===== src/rtl/edge_cnt_pkg.sv =====
package edge_cnt_pkg;

    localparam int BUS_W       = 32;
    localparam int BE_W        = BUS_W / 8;
    localparam int HALF_W      = BUS_W / 2;
    localparam int SYNC_DEPTH  = 3;
    localparam logic [HALF_W-1:0] CLEAR_KEY = 16'h55AA;

    typedef enum logic [1:0] {
        REG_COUNT = 2'd0,
        REG_CLEAR = 2'd1,
        REG_CTRL  = 2'd2,
        REG_NONE  = 2'd3
    } reg_sel_e;

    typedef struct packed {
        logic              we;
        reg_sel_e          sel;
        logic [BUS_W-1:0]  wdata;
        logic [BE_W-1:0]   be;
    } bus_req_t;

    // A half counts only if both of its bytes are enabled and it holds the key.
    function automatic logic key_hit(input logic [BUS_W-1:0] d,
                                     input logic [BE_W-1:0]  be);
        logic lo_ok;
        logic hi_ok;
        lo_ok = (be[1:0] == 2'b11) && (d[HALF_W-1:0] == CLEAR_KEY);
        hi_ok = (be[3:2] == 2'b11) && (d[BUS_W-1:HALF_W] == CLEAR_KEY);
        return lo_ok || hi_ok;
    endfunction

endpackage


===== src/rtl/edge_cnt_sync.sv =====
module edge_cnt_sync #(
    parameter int STAGES = 3
) (
    input  logic clk,
    input  logic rst,
    input  logic async_i,
    output logic sync_o
);
    logic [STAGES-1:0] chain_q;

    generate
        for (genvar g = 0; g < STAGES; g++) begin : g_stage
            if (g == 0) begin : g_first
                always_ff @(posedge clk) begin
                    if (rst) chain_q[0] <= 1'b0;
                    else     chain_q[0] <= async_i;
                end
            end else begin : g_rest
                always_ff @(posedge clk) begin
                    if (rst) chain_q[g] <= 1'b0;
                    else     chain_q[g] <= chain_q[g-1];
                end
            end
        end
    endgenerate

    assign sync_o = chain_q[STAGES-1];

endmodule


===== src/rtl/edge_cnt_rise.sv =====
module edge_cnt_rise (
    input  logic clk,
    input  logic rst,
    input  logic level_i,
    output logic rise_o
);
    logic prev_q;

    always_ff @(posedge clk) begin
        if (rst) prev_q <= 1'b0;
        else     prev_q <= level_i;
    end

    assign rise_o = level_i & ~prev_q;

    // a rising edge needs a low cycle in between, so pulses never abut
    property rise_isolated_p;
        @(posedge clk) disable iff (rst) rise_o |=> !rise_o;
    endproperty
    single_pulse_chk: assert property (rise_isolated_p);

endmodule


===== src/rtl/edge_cnt_regs.sv =====
module edge_cnt_regs
    import edge_cnt_pkg::*;
#(
    parameter int CNT_W = 32
) (
    input  logic              clk,
    input  logic              rst,
    input  bus_req_t          req_i,
    input  logic [CNT_W-1:0]  count_i,
    output logic [BUS_W-1:0]  rdata_o,
    output logic              clear_o,
    output logic              enable_o
);
    logic en_q;

    always_ff @(posedge clk) begin
        if (rst)
            en_q <= 1'b0;
        else if (req_i.we && req_i.sel == REG_CTRL && req_i.be[0])
            en_q <= req_i.wdata[0];
    end

    assign clear_o  = req_i.we && (req_i.sel == REG_CLEAR) && key_hit(req_i.wdata, req_i.be);
    assign enable_o = en_q;

    always_comb begin
        unique case (req_i.sel)
            REG_COUNT: rdata_o = BUS_W'(count_i);
            REG_CTRL:  rdata_o = BUS_W'(en_q);
            default:   rdata_o = '0;
        endcase
    end

    // a clear request only ever comes from a write to the clear register
    property clear_source_p;
        @(posedge clk) disable iff (rst) clear_o |-> (req_i.we && req_i.sel == REG_CLEAR);
    endproperty
    clear_only_on_write_chk: assert property (clear_source_p);

    // the enable holds its value unless the control register is written
    property enable_hold_p;
        @(posedge clk) disable iff (rst)
            !(req_i.we && req_i.sel == REG_CTRL) |=> $stable(en_q);
    endproperty
    enable_hold_chk: assert property (enable_hold_p);

endmodule


===== src/rtl/edge_cnt_core.sv =====
module edge_cnt_core #(
    parameter int CNT_W = 32
) (
    input  logic             clk,
    input  logic             rst,
    input  logic             rise_i,
    input  logic             enable_i,
    input  logic             clear_i,
    output logic [CNT_W-1:0] count_o
);
    localparam logic [CNT_W-1:0] ALL_ONES = '1;

    logic [CNT_W-1:0] cnt_q;

    always_ff @(posedge clk) begin
        if (rst || clear_i)
            cnt_q <= ALL_ONES;
        else if (rise_i && enable_i)
            cnt_q <= cnt_q - 1'b1;
    end

    assign count_o = cnt_q;

    // stepping down from zero lands on all ones
    property wrap_p;
        @(posedge clk) disable iff (rst)
            (rise_i && enable_i && !clear_i && cnt_q == '0) |=> (cnt_q == ALL_ONES);
    endproperty
    wrap_to_ones_chk: assert property (wrap_p);

    // without a gated edge or a clear the count does not move
    property hold_p;
        @(posedge clk) disable iff (rst)
            (!(rise_i && enable_i) && !clear_i) |=> $stable(cnt_q);
    endproperty
    count_hold_chk: assert property (hold_p);

    // a gated edge lowers the count by exactly one
    property step_p;
        @(posedge clk) disable iff (rst)
            (rise_i && enable_i && !clear_i && cnt_q != '0) |=> (cnt_q == $past(cnt_q) - 1'b1);
    endproperty
    step_one_chk: assert property (step_p);

    // a clear always leaves all ones behind
    property clear_p;
        @(posedge clk) disable iff (rst) clear_i |=> (cnt_q == ALL_ONES);
    endproperty
    clear_sets_ones_chk: assert property (clear_p);

endmodule


===== src/rtl/ext_edge_downcounter.sv =====
module ext_edge_downcounter
    import edge_cnt_pkg::*;
#(
    parameter int CNT_W = 32
) (
    input  logic              clk,
    input  logic              rst,
    input  logic              ext_in,
    input  logic              bus_we,
    input  logic [1:0]        bus_addr,
    input  logic [BUS_W-1:0]  bus_wdata,
    input  logic [BE_W-1:0]   bus_be,
    output logic [BUS_W-1:0]  bus_rdata
);
    logic             sync_lvl;
    logic             rise;
    logic             clear;
    logic             enable;
    logic [CNT_W-1:0] count;
    bus_req_t         req;

    assign req.we    = bus_we;
    assign req.sel   = reg_sel_e'(bus_addr);
    assign req.wdata = bus_wdata;
    assign req.be    = bus_be;

    edge_cnt_sync #(.STAGES(SYNC_DEPTH)) u_sync (
        .clk     (clk),
        .rst     (rst),
        .async_i (ext_in),
        .sync_o  (sync_lvl)
    );

    edge_cnt_rise u_rise (
        .clk     (clk),
        .rst     (rst),
        .level_i (sync_lvl),
        .rise_o  (rise)
    );

    edge_cnt_regs #(.CNT_W(CNT_W)) u_regs (
        .clk      (clk),
        .rst      (rst),
        .req_i    (req),
        .count_i  (count),
        .rdata_o  (bus_rdata),
        .clear_o  (clear),
        .enable_o (enable)
    );

    edge_cnt_core #(.CNT_W(CNT_W)) u_core (
        .clk      (clk),
        .rst      (rst),
        .rise_i   (rise),
        .enable_i (enable),
        .clear_i  (clear),
        .count_o  (count)
    );

endmodule


===== config.mk =====
export PLATFORM = sky130hd
export DESIGN_NAME = ext_edge_downcounter
export DESIGN_NICKNAME = d
export VERILOG_FILES = /design/src/rtl/edge_cnt_pkg.sv /design/src/rtl/edge_cnt_sync.sv /design/src/rtl/edge_cnt_rise.sv /design/src/rtl/edge_cnt_regs.sv /design/src/rtl/edge_cnt_core.sv /design/src/rtl/ext_edge_downcounter.sv
export SDC_FILE = /design/constraint.sdc
export NUM_CORES = 1
export LEC_CHECK = 0
export ABC_AREA = 1
export BUFFER_PORTS_ARGS = -buffer_cell sky130_fd_sc_hd__buf_4
export CELL_PAD_IN_SITES_DETAIL_PLACEMENT = 0
export CELL_PAD_IN_SITES_GLOBAL_PLACEMENT = 2
export CORE_UTILIZATION = 23
export CTS_CLUSTER_DIAMETER = 30
export CTS_CLUSTER_SIZE = 20
export DETAILED_ROUTE_END_ITERATION = 7
export PLACE_DENSITY = 0.85
export SLEW_MARGIN = 20
export SYNTH_ARGS = -nofsm -noshare
export SYNTH_HDL_FRONTEND = slang
export SYNTH_SLANG_ARGS = --single-unit

===== constraint.sdc =====
create_clock -name clk -period 1.3 [get_ports clk]
set_input_delay 0.26 -clock clk [delete_from_list [all_inputs] [get_ports clk]]
set_output_delay 0.26 -clock clk [all_outputs]
set_load 0.02 [all_outputs]

==> impl_metrics.py <==
metrics = {
    "detailed_routing": {
        "vias_per_cell": 4.03,
        "drtIter0Drc": 54,
        "drc": 0,
        "ant_nets": 0,
        "num_vias": 2536,
        "first_pass_iters": 4,
        "wl_per_cell_um": 10.1,
        "finalWirelength_mm": 6.36,
    },
    "floorplanning": {
        "num_rows": 35,
        "die_area_sq_um": 10100,
        "core_area_sq_um": 9330,
        "die_width_um": 100,
        "start_util_pct": 23.9,
        "die_h_um": 100,
        "ios": 74,
    },
    "timing": {
        "fin_crit_sh_pct": 106,
        "min_period_ns": 1.38,
        "clock_skew_ns": 0.0103,
        "drv_slew": 0,
        "setup_ws_ns": -0.0842,
        "fmax_mhz": 722,
        "hold_ws_ns": 0.166,
        "hold_viol": 0,
        "worst_slew_pin_slew_ns": 0.268,
        "rsz0062_at_grt": "yes",
        "setup_tns_ns": -2.03,
        "slew_headroom_pct": 82.1,
        "setup_viol": 45,
    },
    "yosys": {
        "postSynthCellCount": 371,
        "syn_area_per_cell_sq_um": 6.00,
        "synthAdderAreaFrac_pct": 0.562,
        "synth_cell_types": 22,
        "synth-compound-area-share_pct": 1.07,
        "syn_nets": 414,
        "yosysSeqAreaShare_pct": 33.3,
        "synth-xor-area-share_pct": 7.08,
        "synth_top_family_by_area": "simple AND/OR/NAND/NOR gates",
        "synthMuxAreaShare_pct": 0,
        "synthSimpleGateAreaFrac_pct": 46.3,
        "synth_seq_cells": 37,
        "yosysWarnings": 0,
        "syn-cell-area_sq_um": 2230,
    },
    "critical_path": {
        "cp-end-kind": "flop",
        "cp-start-kind": "flop",
        "worstSetupPathType": "flop to flop",
        "critPathSlowestCell": "dfxtp_2",
        "cp.arrival_ns": 1.57,
        "slowest_delay_ns": 0.34,
        "crit_chain": "inv_2, ha_4, nand3_4, nor2_4, nand3_1, nor2_1, nor2_1, nor2_1, nand2_1",
        "crit_top_cell": "nor2_1",
        "crit_required_ns": 1.48,
        "path_max_fanout": 5,
    },
    "cts": {
        "cts_tree": "yes",
        "cts.clk_slew.worst_paths_ns": 0.07,
        "cts_buffer_depth": 2,
        "worstSkewPairLatency_ns": 0.30,
        "holdBufCountCts": 0,
        "cts.sinks": 37,
        "cts_buffers": 5,
        "h-tree-depth": 2,
        "clock_tree.root_cell": "clkbuf_8",
    },
    "final_layout": {
        "fin_nets": 543,
        "fin_cells": 630,
        "multiInputGateArea_sq_um": 1680,
        "drive_gt1_share_pct": 51.7,
        "utilization_pct": 44.5,
        "nFillCells": 962,
        "n_antenna_cell": 0,
        "area_delta_synth_final_pct": 86.2,
        "regArea_sq_um": 785,
    },
    "global_route": {
        "overflow": 0,
        "grtUsageTotal_pct": 13.1,
        "grt_pass1_wl_mm": 10.5,
        "grt_pass1_vias": 2346,
        "grt_max_degree": 24,
        "antenna_found_initial": 0,
    },
    "pwr": {
        "total_power_mw": 2.41,
        "p_leak_nw": 1.99,
        "ir_drop_mv": 0.361,
        "p_per_area_nw_per_um2": 581,
    },
    "outcome": {
        "status": "complete, but fails checks",
        "violations": "negative setup slack",
    },
    "placement": {
        "gp_congestion": 0.767,
        "dp_hpwl_mm": 4.93,
        "port-buffer-count": 73,
        "place_inst": 613,
    },
    "worst_hold_path": {
        "min_path_type": "input pin to flop",
    },
    "job": {
        "drv_cap": 0,
    },
}
[cells in the final DEF (no fill, tap or decap), drive strengths merged, types with 2 or more instances in the layout]
master  netlist  routed
nor2         94      94
inv          60      60
dfxtp        37      37
nor3          6       6
clkbuf        4       7
and2          2       2
xor2         18      18
nand3        29      29
buf           3     128
nand2       108     108
o21ai         2       2
clkinv        0       2
a21oi         2       2
or2           3       3
[cell usage after synthesis, drive strengths merged]
library cell    n  area share (%)
nand2         108              18
nor2           94              17
inv            60              10
dfxtp          37              33
nand3          29             7.1
xor2           18             7.1
nor3            6             1.3
clkbuf          4            0.67
buf             3            0.96
or2             3            0.84
a21oi           2            0.62
and2            2            0.56
o21ai           2            0.45
ha              1            0.56
nand4           1            0.28
nor3b           1            0.34
[worst max-delay path, delay by kind of cell (launching register included)]
family	cells	cell delay, ns
adders and majority gates	1	0.15
and+or+nand+nor	7	0.71
buffers and inverters	1	0.07
DFF	1	0.34
[through the flow]
step	worst slack, ns	area, sq um
floorplan	-0.0223	2500
global placement	-0.107	3550
detailed placement	-0.121	3550
CTS	-0.0581	3940
global route	-0.167	4150
finish	-0.0842	4150
[layout make-up]
cell class / count / share of cell area (%)
clock buffer: 6 / 1.75
timing repair buffer: 129 / 29.3
tap: 129 / 3.89
clock inverter: 2 / 0.241
multi-input combinational: 267 / 40.5
sequential: 37 / 18.9
inverter: 60 / 5.43
[cells by family (layout without fill, tap and decap cells)]
logic type / count (synthesis) / in the layout
XOR/XNOR: 18 / 18
buffers and inverters: 67 / 197
adder cells (fa/ha/maj): 1 / 1
AND/OR/NAND/NOR: 244 / 244
flip-flops: 37 / 37
AO/OA/AOI/OAI: 4 / 4
[per-layer routing]
layer | up-vias | routed length (um) | part of all wire, % | global-route usage [%]
li1 | 1361 | - | - | -
met1 | 1114 | 3130 | 49 | 17.8
met2 | 55 | 2880 | 45 | 21.1
met3 | 6 | 263 | 4.1 | 2.99
met4 | 0 | 79 | 1.2 | 3.34
met5 | - | 0 | 0 | 0
[flip-flops by register name, indices dropped and copies added (netlist names)]
name	flops
u_core.count_o	32
u_sync.chain_q	2
u_regs.enable_o	1
u_rise.prev_q	1
u_sync.sync_o	1
[final timing paths]
path	slack (ns)	end	startpoint	cells past startpoint
setup reg to reg	-0.08	u_core.count_o[26]	u_core.count_o[1]	9
hold reg to reg	0.40	u_sync.sync_o	u_sync.chain_q[1]	2
setup / recovery	-0.08	u_core.count_o[26]	u_core.count_o[1]	9
hold / removal	0.17	u_sync.chain_q[0]	ext_in	3
[report_power, final]
group	switching, mW	internal, mW
clock	0.434	0.372
sequential	0.00225	1.12
combinational	0.213	0.263
[timing repair]
action | 4_1_cts | 5_1_grt
endpoints found under the setup margin | 53 | 59
pin swaps | 15 | 24
cloned | 1 | 1
gates resized for setup | 80 | 57
setup buffers | 6 | 2
Note: power is estimated with default switching activity, not from simulation.
